===== config.mk =====
export PLATFORM = sky130hd
export DESIGN_NAME = memmap_decode
export DESIGN_NICKNAME = d
export VERILOG_FILES = /design/src/rtl/memmap_pkg.sv /design/src/rtl/mm_region_match.sv /design/src/rtl/mm_lane_pick.sv /design/src/rtl/mm_access_ctl.sv /design/src/rtl/memmap_decode.sv
export SDC_FILE = /design/constraint.sdc
export NUM_CORES = 1
export LEC_CHECK = 0
export BUFFER_PORTS_ARGS = -buffer_cell sky130_fd_sc_hd__buf_2
export CAP_MARGIN = 20
export CORE_MARGIN = 3
export CORE_UTILIZATION = 38
export DETAILED_ROUTE_END_ITERATION = 8
export PLACE_DENSITY = 0.75
export SLEW_MARGIN = 20
export SYNTH_ARGS = -nofsm -noshare
export SYNTH_HDL_FRONTEND = slang
export SYNTH_SLANG_ARGS = --single-unit

===== constraint.sdc =====
create_clock -name clk -period 6.8 [get_ports clk]
set_clock_uncertainty 0.15 [all_clocks]
set_input_delay 0 -clock clk [delete_from_list [all_inputs] [get_ports clk]]
set_output_delay 0 -clock clk [all_outputs]
set_load 0.05 [all_outputs]

===== src/rtl/memmap_pkg.sv =====
package memmap_pkg;

    localparam int ADDR_W  = 24;
    localparam int NUM_REG = 10;
    localparam int IDX_W   = $clog2(NUM_REG);
    localparam int TGT_W   = 3;

    // Type codes; bit 2 = readable I/O, bit 3 = writable I/O
    typedef enum logic [3:0] {
        RT_NONE  = 4'd0,
        RT_RAM   = 4'd1,
        RT_ROM   = 4'd2,
        RT_IO_R  = 4'd4,
        RT_IO_W  = 4'd8,
        RT_IO_RW = 4'd12
    } rtype_e;

    typedef struct packed {
        logic [ADDR_W-1:0] lo;
        logic [ADDR_W-1:0] hi;
        rtype_e            kind;
        logic [TGT_W-1:0]  rd_tgt;
        logic [TGT_W-1:0]  wr_tgt;
        logic              wide_only;
    } region_t;

    typedef enum logic [2:0] {
        ST_IDLE,
        ST_READ,
        ST_FILL,
        ST_WRITE,
        ST_DROP
    } acc_state_e;

    // Ascending region table; last entry is the end marker
    function automatic region_t region_at(input int i);
        region_t r;
        r = '{lo: 24'hFFFFFF, hi: 24'hFFFFFF, kind: RT_NONE,
              rd_tgt: 3'd0, wr_tgt: 3'd0, wide_only: 1'b0};
        case (i)
            0: r = '{24'h000000, 24'h0FFFFF, RT_RAM,   3'd0, 3'd0, 1'b0};
            1: r = '{24'h800000, 24'h8FFFFF, RT_ROM,   3'd1, 3'd1, 1'b0};
            2: r = '{24'hF00004, 24'hF00007, RT_IO_RW, 3'd2, 3'd2, 1'b0};
            3: r = '{24'hF00008, 24'hF0000B, RT_IO_R,  3'd3, 3'd3, 1'b0};
            4: r = '{24'hF00020, 24'hF00023, RT_IO_W,  3'd4, 3'd4, 1'b0};
            5: r = '{24'hF00400, 24'hF005FF, RT_RAM,   3'd5, 3'd5, 1'b0};
            6: r = '{24'hF00600, 24'hF007FF, RT_RAM,   3'd5, 3'd5, 1'b0};
            7: r = '{24'hF0211C, 24'hF0211F, RT_IO_RW, 3'd6, 3'd7, 1'b0};
            8: r = '{24'hF0A11C, 24'hF0A11F, RT_IO_W,  3'd7, 3'd7, 1'b1};
            default: ;
        endcase
        return r;
    endfunction

endpackage


===== src/rtl/mm_region_match.sv =====
module mm_region_match
    import memmap_pkg::*;
#(
    parameter int N = NUM_REG
) (
    input  logic [ADDR_W-1:0] addr,
    output logic              hit,
    output logic [IDX_W-1:0]  idx,
    output region_t           ent,
    output logic [ADDR_W-1:0] offset
);

    region_t    tab    [N];
    logic [N-1:0] end_ok;

    genvar g;
    generate
        for (g = 0; g < N; g++) begin : g_entry
            assign tab[g]    = region_at(g);
            assign end_ok[g] = (addr <= tab[g].hi);
        end
    endgenerate

    // Lowest entry whose end covers the address wins; end marker always covers
    always_comb begin
        idx = '0;
        for (int i = N - 1; i >= 0; i--) begin
            if (end_ok[i]) idx = i[IDX_W-1:0];
        end
        ent    = tab[idx];
        hit    = (addr >= ent.lo) && (ent.kind != RT_NONE);
        offset = hit ? (addr - ent.lo) : '0;
    end

endmodule


===== src/rtl/mm_lane_pick.sv =====
module mm_lane_pick #(
    parameter int WORD_BYTES = 4,
    localparam int LANE_W    = $clog2(WORD_BYTES),
    localparam int WORD_W    = 8 * WORD_BYTES
) (
    input  logic [WORD_W-1:0] word,
    input  logic [LANE_W-1:0] lane,
    output logic [7:0]        byte_o
);

    logic [7:0] lanes [WORD_BYTES];

    genvar g;
    generate
        for (g = 0; g < WORD_BYTES; g++) begin : g_lane
            // Big-endian: lane 0 is the most significant byte
            assign lanes[g] = word[8*(WORD_BYTES-1-g) +: 8];
        end
    endgenerate

    assign byte_o = lanes[lane];

endmodule


===== src/rtl/mm_access_ctl.sv =====
module mm_access_ctl
    import memmap_pkg::*;
(
    input  logic   clk,
    input  logic   rst_n,
    input  logic   req_valid,
    input  logic   req_write,
    input  logic   req_wide,
    input  logic   hit,
    input  rtype_e kind,
    input  logic   wide_only,
    output logic   rd_stb,
    output logic   wr_stb,
    output logic   rvalid,
    output logic   err
);

    acc_state_e state, nxt;
    logic       can_read, can_write;

    assign can_read  = hit && ((kind == RT_RAM) || (kind == RT_ROM) || kind[2]);
    assign can_write = hit && ((kind == RT_RAM) || kind[3]) && (!wide_only || req_wide);

    always_comb begin
        nxt = ST_IDLE;
        if (req_valid) begin
            if (!req_write) nxt = can_read  ? ST_READ  : ST_FILL;
            else            nxt = can_write ? ST_WRITE : ST_DROP;
        end
    end

    always_ff @(posedge clk or negedge rst_n) begin
        if (!rst_n) begin
            state <= ST_IDLE;
            err   <= 1'b0;
        end else begin
            state <= nxt;
            if (nxt == ST_DROP) err <= 1'b1;
        end
    end

    always_comb begin
        rd_stb = 1'b0;
        wr_stb = 1'b0;
        rvalid = 1'b0;
        unique case (state)
            ST_IDLE:  ;
            ST_READ:  begin rd_stb = 1'b1; rvalid = 1'b1; end
            ST_FILL:  rvalid = 1'b1;
            ST_WRITE: wr_stb = 1'b1;
            ST_DROP:  ;
            default:  ;
        endcase
    end

endmodule


===== src/rtl/memmap_decode.sv =====
module memmap_decode
    import memmap_pkg::*;
#(
    parameter int WORD_BYTES = 4,
    localparam int LANE_W    = $clog2(WORD_BYTES),
    localparam int WORD_W    = 8 * WORD_BYTES
) (
    input  logic              clk,
    input  logic              rst_n,
    input  logic              bus_valid,
    input  logic              bus_write,
    input  logic              bus_wide,
    input  logic [ADDR_W-1:0] bus_addr,
    input  logic [7:0]        bus_wdata,
    output logic              dec_hit,
    output logic [IDX_W-1:0]  dec_index,
    output logic [3:0]        dec_type,
    output logic [ADDR_W-1:0] dec_offset,
    output logic              rd_stb,
    output logic              wr_stb,
    output logic [TGT_W-1:0]  acc_target,
    output logic [ADDR_W-1:0] acc_offset,
    output logic [7:0]        acc_wdata,
    input  logic [WORD_W-1:0] tgt_word,
    output logic              bus_rvalid,
    output logic [7:0]        bus_rdata,
    output logic              wr_err
);

    region_t    ent;
    logic [7:0] lane_byte;

    mm_region_match #(.N(NUM_REG)) u_match (
        .addr   (bus_addr),
        .hit    (dec_hit),
        .idx    (dec_index),
        .ent    (ent),
        .offset (dec_offset)
    );

    assign dec_type = dec_hit ? ent.kind : RT_NONE;

    mm_access_ctl u_ctl (
        .clk       (clk),
        .rst_n     (rst_n),
        .req_valid (bus_valid),
        .req_write (bus_write),
        .req_wide  (bus_wide),
        .hit       (dec_hit),
        .kind      (ent.kind),
        .wide_only (ent.wide_only),
        .rd_stb    (rd_stb),
        .wr_stb    (wr_stb),
        .rvalid    (bus_rvalid),
        .err       (wr_err)
    );

    always_ff @(posedge clk or negedge rst_n) begin
        if (!rst_n) begin
            acc_target <= '0;
            acc_offset <= '0;
            acc_wdata  <= '0;
        end else if (bus_valid) begin
            acc_target <= bus_write ? ent.wr_tgt : ent.rd_tgt;
            acc_offset <= dec_offset;
            acc_wdata  <= bus_wdata;
        end
    end

    mm_lane_pick #(.WORD_BYTES(WORD_BYTES)) u_lane (
        .word   (tgt_word),
        .lane   (acc_offset[LANE_W-1:0]),
        .byte_o (lane_byte)
    );

    assign bus_rdata = rd_stb ? lane_byte : 8'hFF;

endmodule


==> results_dict.tcl, run 1 <==
set metrics [dict create \
    max-cap-violations 0 \
    initial_core_util_pct 39.4 \
    cts_tree "yes" \
    grt_pass1_vias 3801 \
    reg2reg_from "acc_offset[0]$_DFFE_PN0P_" \
    final-setup-viol-count 0 \
    syn_nets 506 \
    avgSynthCellArea_um2 9.00 \
    nFillCells 889 \
    dp_hpwl_mm 10.1 \
    core_um2 9330 \
    use_met3_pct 5.28 \
    hold_viol 0 \
    yosysMostFrequentCell "dfrtp_1" \
    ir_worst_vdd_v 0.000173 \
    ys_warn_count 0 \
    postCtsSetupBuffers 0 \
    r2r_end "acc_offset[0]$_DFFE_PN0P_" \
    ctsHoldBuffers 10 \
    area_delta_synth_final_pct 29.5 \
    yosysTopAreaCellShare_pct 26.6 \
    ctsResizeCount 0 \
    yosysSeqAreaShare_pct 26.6 \
    ys_types 66 \
    ctsRootBufferMaster "clkbuf_8" \
    htreeDepth 2 \
    grt_max_degree 40 \
    leakagePower_nw 2.35 \
    end_kind "output pin" \
    cp-startpoint "bus_addr[8]" \
    die_w_um 104 \
    worstRegToRegCells 1 \
    total_power_mw 1.04 \
    use_met1_pct 26.9 \
    antenna_found_initial 0 \
    fin_ws_ns 1.57 \
    endpoint "dec_type[1]" \
    synth_area_um2 3670 \
    synth_cells 408 \
    synth-edff-count 0 \
    finalCritPeriodShare_pct 76.9 \
    clk_pin_slew_ns 0.07 \
    nets 661 \
    maxSlewViolCount 0 \
    worst_pin_slew_ns 0.840 \
    final_core_util_pct 51.0 \
    arrival_ns 5.08 \
    grt_pass1_wl_mm 19.8 \
    rsz0062_at_grt "no" \
    max_freq_mhz 191 \
    whs_ns 0.116 \
    synth_seq_cells 39 \
    io_buffers 148 \
    dr.first_iter.drc_count 235 \
    hold_class "primary input to register" \
    cts_buffer_depth 2 \
    pre_cts_slack_ns 1.57 \
    relSlewSlack_pct 42.5 \
    antenna_cells 0 \
    dr.pass1.iters 5 \
    setup_tns_ns 0 \
    grt_usage_pct 22.2 \
    io-pin-count 149 \
    wl_per_cell_um 17.9 \
    finalCriticalPeriod_ns 5.23 \
    ant_nets 0 \
    place.gp.congestion 0.925 \
    routed_wl_mm 12.4 \
    synthTopCellsByArea "dfrtp_1 (27%), ha_1 (9.5%), mux4_2 (4.9%)" \
    start_kind "primary input" \
    grt-ovfl-total 0 \
    drc_errors 0 \
    r2r_slack_ns 5.72 \
    run_status "finished, final reports clean" \
    required_ns 6.65 \
    use_met2_pct 39.3 \
    cp_max_fo 16 \
    die_area_um2 10900 \
    synth_top_flop_cell "dfrtp_1" \
    cts_buffers 5 \
    drive_gt1_share_pct 35.6 \
    rows 35 \
    crit_type "primary input to output pin" \
    clk_latency_ns 0.29 \
    async_flop_share_pct 100 \
    busiest_layer "met2" \
    ys_top_cells_by_count "dfrtp_1 (39), nor2_1 (34), a21oi_1 (30)" \
    die_h_um 104 \
    num_vias 3848 \
    viasPerCell 5.55 \
    cts.sinks 39 \
    power.density_nw_per_um2 218 \
    synth_largest_area_cell "dfrtp_1" \
]
registers in the layout, summed over array words and instances (netlist names):
signal       flops
acc_wdata        8
acc_offset      24
u_ctl.err        1
acc_target       3
u_ctl.state      3
power by group:
| group | total, mW | switching (mW) | internal [mW] |
|---|---|---|---|
| sequential | 0.282 | 0.0211 | 0.261 |
| combinational | 0.554 | 0.386 | 0.168 |
| clock | 0.202 | 0.0834 | 0.119 |
critical path, cell delays in order:
cell	delay, ns
buf_2	0.11
o31ai_1	0.08
a21boi_1	0.34
o21ai_1	0.22
inv_1	0.24
nand2_1	0.16
a211oi_1	0.26
nor3_1	0.09
or2_2	0.31
ha_1	0.26
a21oi_1	0.33
and2_1	0.19
ha_1	0.28
nor2b_1	0.17
o31a_1	0.32
o31ai_4	0.32
o211ai_2	0.13
a2111o_1	0.47
nand2_4	0.22
inv_2	0.16
and3_1	0.21
buf_2	0.20
worst min-delay path by stage:
stage	start	to	slack, ns	depth (start not counted)
finish	bus_addr[3]	acc_target[0]$_DFFE_PN0P_	0.12	5
global route	bus_addr[3]	acc_target[0]$_DFFE_PN0P_	0.14	5
CTS	bus_addr[3]	acc_target[0]$_DFFE_PN0P_	0.09	5
detailed placement	rst_n	acc_offset[16]$_DFFE_PN0P_	0.02	1
global placement	rst_n	acc_wdata[7]$_DFFE_PN0P_	-0.001	1
floorplan	rst_n	acc_offset[0]$_DFFE_PN0P_	-0.45	0
cell usage in the layout (no fill, tap or decap), drive strengths merged, types with 14 or more instances in the layout:
master,n
ha,28
mux2,15
a21oi,30
o21ai,17
nor2,35
a21o,16
nand2,20
dfrtp,39
xnor2,14
buf,151
inv,18
cell families (layout without fill, tap and decap cells):
group                      count (synthesis)  in the layout  share of synthesized area (%)
DFF                                       39             39                           26.6
muxes                                     23             23                           9.51
AOI/OAI and AO/OA                        122            122                           23.5
xor gates and xnor gates                  19             19                           4.53
and+or+nand+nor                          144            144                           22.1
buffers and inverters                     32            188                           3.68
adders and majority gates                 29             29                           10.1
metrics by stage:
| stage | instances | instance area, um^2 |
|---|---|---|
| 3_5_place_dp | 675 | 4530 |
| 5_1_grt | 693 | 4760 |
| 6_report | 693 | 4760 |
| 3_3_place_gp | 675 | 4530 |
| 4_1_cts | 693 | 4750 |
| 2_1_floorplan | 408 | 3670 |
layer usage:
metal | share of wire [%] | up-vias | routed length (um)
met4 | 2.3 | 0 | 279
met5 | 0 | - | 0
li1 | - | 1841 | -
met2 | 49 | 166 | 6090
met1 | 41 | 1818 | 5090
met3 | 7.5 | 23 | 933
final cells by class:
type	count	area (um^2)	area share (%)
clock inverter	2	35.0	0.737
clock buffer	6	82.6	1.74
sequential	39	976	20.5
timing repair buffer	161	863	18.2
inverter	19	71.3	1.50
tap	129	161	3.39
multi-input combinational	337	2570	54.0
Power figures use the tool's default switching activity.
==> run 2: changes to the inputs <==
--- a/config.mk
+++ b/config.mk
@@ -10,7 +10,7 @@
 export CORE_MARGIN = 3
 export CORE_UTILIZATION = 38
 export DETAILED_ROUTE_END_ITERATION = 8
-export PLACE_DENSITY = 0.75
+export PLACE_DENSITY = 0.78
 export SLEW_MARGIN = 20
 export SYNTH_ARGS = -nofsm -noshare
 export SYNTH_HDL_FRONTEND = slang
==> constraint.sdc (replaced) <==
create_clock -name clk -period 4.2 [get_ports clk]
set_clock_uncertainty 0.15 [all_clocks]
set_input_delay 0 -clock clk [delete_from_list [all_inputs] [get_ports clk]]
set_output_delay 0 -clock clk [all_outputs]
set_load 0.05 [all_outputs]
==> results_dict.tcl, run 2 (synthesis gave the netlist of run 1 again) <==
set metrics [dict create \
    hold_viol 0 \
    top_regs "acc_offset: 24 flops, acc_wdata: 8 flops" \
    cp_max_fo 3 \
    crit_chain "buf_2, o31ai_1, a21boi_2, o21ai_4, nand2_2, a211oi_2, nor3_2, or2_4, ha_4, a21oi_4, and2_4, ha_4, nor2b_4, o31a_1, buf_4, o311ai_1, a21bo_2, a21oi_1, or3_1, and3_4, buf_6" \
    leakagePower_nw 2.68 \
    violations "negative setup slack" \
    dp_hpwl_mm 10.6 \
    largest-register "acc_offset" \
    largest_register_ffs 24 \
    max_freq_mhz 236 \
    final-setup-viol-count 6 \
    cts_buffer_depth 2 \
    run_status "finished, violations left" \
    nets 711 \
    cp-startpoint "bus_addr[6]" \
    ir_worst_vdd_v 0.000150 \
    relSlewSlack_pct 43.3 \
    core_um2 9330 \
    crit_type "primary input to output pin" \
    clk_pin_slew_ns 0.09 \
    power.density_nw_per_um2 332 \
    final_cell_mix "buf_2 (123), buf_4 (52), dfrtp_1 (39)" \
    start_kind "primary input" \
    io_buffers 148 \
    reg2reg_from "acc_offset[0]$_DFFE_PN0P_" \
    dr.first_iter.drc_count 310 \
    ant_nets 0 \
    clk_latency_ns 0.29 \
    die_h_um 104 \
    fin_ws_ns -0.0301 \
    grt-ovfl-total 0 \
    min-delay-start "bus_addr[3]" \
    worstRegToRegCells 1 \
    r2r_end "acc_offset[0]$_DFFE_PN0P_" \
    total_power_mw 1.88 \
    io-pin-count 149 \
    grt_pass1_vias 4097 \
    wl_per_cell_um 17.9 \
    endpoint "dec_offset[12]" \
    rows 35 \
    layout_commonest_cell "buf_2" \
    grt_usage_pct 23.5 \
    num_vias 4108 \
    routed_wl_mm 13.3 \
    grt_pass1_wl_mm 21.0 \
    required_ns 4.05 \
    viasPerCell 5.52 \
    dpl-instance-area_um2 5070 \
    r2r_slack_ns 3.13 \
    grt_max_degree 40 \
    cts_tree "yes" \
    die_w_um 104 \
    pre_cts_slack_ns -0.121 \
    cts_buffers 5 \
    end_kind "output pin" \
    arrival_ns 4.08 \
    htreeDepth 2 \
    rsz0062_at_grt "yes" \
    place.gp.congestion 0.934 \
    finalCritPeriodShare_pct 101 \
    finalCriticalPeriod_ns 4.23 \
    area_delta_synth_final_pct 54.0 \
    die_area_um2 10900 \
    worst_pin_slew_ns 0.850 \
    max-cap-violations 0 \
    cts.sinks 39 \
    final_core_util_pct 60.6 \
    drc_errors 0 \
    cpPeakStageDelay_ns 0.36 \
    hold_class "primary input to register" \
    whs_ns 0.0968 \
    cp_slowest_cell "or3_1" \
    drive_gt1_share_pct 48.9 \
    initial_core_util_pct 39.4 \
    stdcell_area_um2 5650 \
    maxSlewViolCount 0 \
    dr.pass1.iters 5 \
    antenna_found_initial 1 \
    path_common_cell "ha_4" \
    ctsRootBufferMaster "clkbuf_8" \
]
==> run 2: cell count changes in the layout (fill, tap and decap cells not counted), sizes merged <==
cell and change:
clkinv +1, buf +50, diode +1, clkbuf -1
==> run 2: how the worst min path moves through the flow <==
stage                                            to  slack, ns  cells after the start
after global placement     acc_wdata[2]$_DFFE_PN0P_     -0.003                      1
final                     acc_target[0]$_DFFE_PN0P_        0.1                      5
after CTS                 acc_target[0]$_DFFE_PN0P_       0.07                      5
after global routing      acc_target[0]$_DFFE_PN0P_       0.13                      5
after detailed placement   acc_wdata[6]$_DFFE_PN0P_       0.01                      1
after floorplan           acc_offset[0]$_DFFE_PN0P_      -0.45                      0
==> run 2: final cells by class <==
type,count,area (um^2)
flip-flops and latches,39,976
clock buffers,5,68.8
repair buffers,211,1420
well taps,129,161
multi-input cells,337,2910
clock inverters,3,43.8
diodes,1,2.50
fillers,780,3670
inverters,19,76.3
==> run 2: repair_timing <==
action                                  4_1_cts  5_1_grt
buffers inserted                              1       10
pin swaps                                     2       14
endpoints found under the setup margin       20       53
hold buffers                                 10        0
endpoints found under the hold margin        51        0
gates resized for setup                       5       98
==> run 2: layer usage <==
| layer | GRT usage [%] | part of all wire, % | vias to the layer above |
|---|---|---|---|
| met5 | 0 | 0 | - |
| met4 | 8.07 | 2.4 | 0 |
| met3 | 5.59 | 7.7 | 28 |
| met2 | 38.8 | 47 | 207 |
| met1 | 30.1 | 43 | 1933 |
| li1 | - | - | 1940 |
==> run 2: power by group <==
| part | switching, mW | leakage [nW] | internal, mW |
|---|---|---|---|
| Clock | 0.144 | 0.0581 | 0.177 |
| Sequential | 0.0356 | 0.499 | 0.422 |
| Combinational | 0.693 | 2.13 | 0.404 |
| Total | 0.872 | 2.68 | 1.00 |
==> run 2: critical path: cells and delay by family <==
family	cells	cell delay [ns]
AOI/OAI and AO/OA	9	1.98
buffers and inverters	3	0.43
and+or+nand+nor	7	1.28
adders and majority gates	2	0.36
==> run 2: metrics by stage <==
| step | std cells | setup TNS (ns) |
|---|---|---|
| after detailed placement | 714 | -3.02 |
| final | 744 | -0.0893 |
| after floorplan | 408 | -2.74 |
| after CTS | 733 | 0 |
| after global placement | 714 | -0.155 |
| after global routing | 744 | -3.55 |
==> run 3: changes to the inputs <==
--- a/config.mk
+++ b/config.mk
@@ -10,8 +10,10 @@
 export CORE_MARGIN = 3
 export CORE_UTILIZATION = 38
 export DETAILED_ROUTE_END_ITERATION = 8
-export PLACE_DENSITY = 0.78
+export PLACE_DENSITY = 0.76
+export SKIP_CTS_REPAIR_TIMING = 1
 export SLEW_MARGIN = 20
 export SYNTH_ARGS = -nofsm -noshare
 export SYNTH_HDL_FRONTEND = slang
+export SYNTH_HIERARCHICAL = 1
 export SYNTH_SLANG_ARGS = --single-unit
==> results_dict.tcl, run 3 <==
set metrics [dict create \
    clk_latency_ns 0.29 \
    top_regs "acc_offset: 24 flops, acc_wdata: 8 flops" \
    grt-ovfl-total 0 \
    drc_errors 0 \
    p_int_mw 0.997 \
    synth_cells 395 \
    max_freq_mhz 239 \
    viasPerCell 5.37 \
    start_kind "primary input" \
    hold_viol 0 \
    rows 35 \
    total_power_mw 1.80 \
    grt_pass1_vias 3905 \
    core_um2 9460 \
    end_kind "output pin" \
    io-pin-count 149 \
    largest_register_ffs 24 \
    path_common_cell "buf_4" \
    nFillCells 782 \
    max-cap-violations 0 \
    run_status "finished, final reports clean" \
    dpl-instance-area_um2 5170 \
    pre_cts_slack_ns -0.0704 \
    p_switching_mw 0.805 \
    die_h_um 106 \
    cp_max_fo 4 \
    setup_tns_ns 0 \
    final-setup-viol-count 0 \
    stdcell_area_um2 5920 \
    maxSlewViolCount 0 \
    required_ns 4.05 \
    dr.pass1.iters 4 \
    num_vias 4025 \
    grt_usage_pct 20.7 \
    clkPwrFrac_pct 18.8 \
    ys_warn_count 6 \
    io_buffers 148 \
    ant_nets 0 \
    nets 718 \
    cts_buffer_depth 2 \
    cts.sinks 39 \
    power.density_nw_per_um2 304 \
    htreeDepth 2 \
    wl_per_cell_um 17.2 \
    cts_buffers 5 \
    leakagePower_nw 2.79 \
    cp_slowest_cell "or4_4" \
    ir_worst_vdd_v 0.000160 \
    final_cell_mix "buf_2 (130), buf_4 (72), dfrtp_1 (39)" \
    rsz0062_at_grt "yes" \
    wl_met3_um 963 \
    grt_pass1_wl_mm 19.1 \
    initial_core_util_pct 40.1 \
    grt_max_degree 43 \
    layout_commonest_cell "buf_2" \
    relSlewSlack_pct 30.0 \
    die_area_um2 11200 \
    wl_met1_mm 5.24 \
    combPwrFrac_pct 56.4 \
    swShare_pct 44.7 \
    finalCritPeriodShare_pct 99.4 \
    met2_length_mm 6.46 \
    synth_area_um2 3790 \
    whs_ns 0.201 \
    drive_gt1_share_pct 57.6 \
    largest-register "acc_offset" \
    finalCriticalPeriod_ns 4.18 \
    cts_tree "yes" \
    arrival_ns 4.03 \
    ctsRootBufferMaster "clkbuf_8" \
    die_w_um 106 \
    syn_nets 494 \
    dp_hpwl_mm 9.62 \
    antenna_cells 0 \
    hold_class "primary input to register" \
    place.gp.congestion 0.879 \
    fin_ws_ns 0.0245 \
    crit_type "primary input to output pin" \
    dr.max_layer_used "met4" \
    p_seq_share_pct 24.8 \
    routed_wl_mm 12.9 \
    worst_pin_slew_ns 1.05 \
    cpPeakStageDelay_ns 0.56 \
    area_delta_synth_final_pct 56.1 \
    avgSynthCellArea_um2 9.60 \
    clk_pin_slew_ns 0.09 \
    dr.first_iter.drc_count 218 \
    crit_chain "buf_4, or4_4, nor3_4, o2111ai_2, a21oi_4, ha_2, buf_4, a21oi_2, ha_1, nand3_2, buf_6, nor2_1, o211ai_1, a31o_2, buf_4, o41ai_4, xnor2_2, nor2_4, buf_4, buf_8" \
    antenna_found_initial 0 \
]
## run 3: cell count changes in the layout (fill, tap and decap cells not counted), moves of 7 or more
cell / delta
o2bb2ai_1: -7
buf_6: -15
mux2_2: +7
buf_4: +20
mux2_4: +10
buf_2: +7
nor2_2: +10
## run 3: cell type report
cell class / count / area (um^2) / share of cell area, %
timing repair buffer: 229 / 1540 / 25.9
multi-input combinational: 325 / 3060 / 51.6
tap: 129 / 161 / 2.72
sequential: 39 / 976 / 16.5
clock buffer: 5 / 68.8 / 1.16
inverter: 19 / 77.6 / 1.31
clock inverter: 3 / 43.8 / 0.739
## run 3: power groups by stage
stage          sequential, mW  clock [mW]  combinational, mW
3_3_place_gp            0.451           0              0.886
3_5_place_dp            0.455           0              0.897
4_1_cts                 0.448       0.352              0.900
5_1_grt                 0.454       0.368               1.07
6_report                0.447       0.338               1.02
2_1_floorplan           0.589           0              0.497
## run 3: metrics by stage
step | cells | utilization [%]
after global placement | 715 | 54.7
after floorplan | 395 | -
final | 749 | 62.6
after global routing | 749 | 62.6
after detailed placement | 715 | 54.7
after CTS | 723 | 55.9
## run 3: per-layer routing
metal | track usage, % | vias to the layer above
met2 | 37.4 | 175
met1 | 25.7 | 1926
met5 | 0 | -
li1 | - | 1902
met3 | 3.89 | 22
met4 | 4.53 | 0
## run 3: final timing paths
path | start | to | slack (ns) | cells after the start
setup / recovery | bus_addr[18] | dec_offset[23] | 0.02 | 20
hold / removal | bus_addr[17] | acc_offset[17]$_DFFE_PN0P_ | 0.20 | 5
setup reg to reg | acc_offset[0]$_DFFE_PN0P_ | acc_offset[0]$_DFFE_PN0P_ | 3.01 | 1
hold reg to reg | u_ctl/err$_DFFE_PN0N_ | u_ctl/err$_DFFE_PN0N_ | 0.32 | 1
max in group asynchronous | rst_n | acc_wdata[1]$_DFFE_PN0P_ | 3.09 | 2
min in group asynchronous | rst_n | acc_offset[13]$_DFFE_PN0P_ | 0.23 | 2
## run 3: critical path: cells and delay by family
kind                     cells  cell delay [ns]
AND/OR/NAND/NOR              5             1.04
adder cells (fa/ha/maj)      2             0.57
buffers and inverters        6             0.80
XOR/XNOR                     1             0.19
AO/OA/AOI/OAI                6             1.39
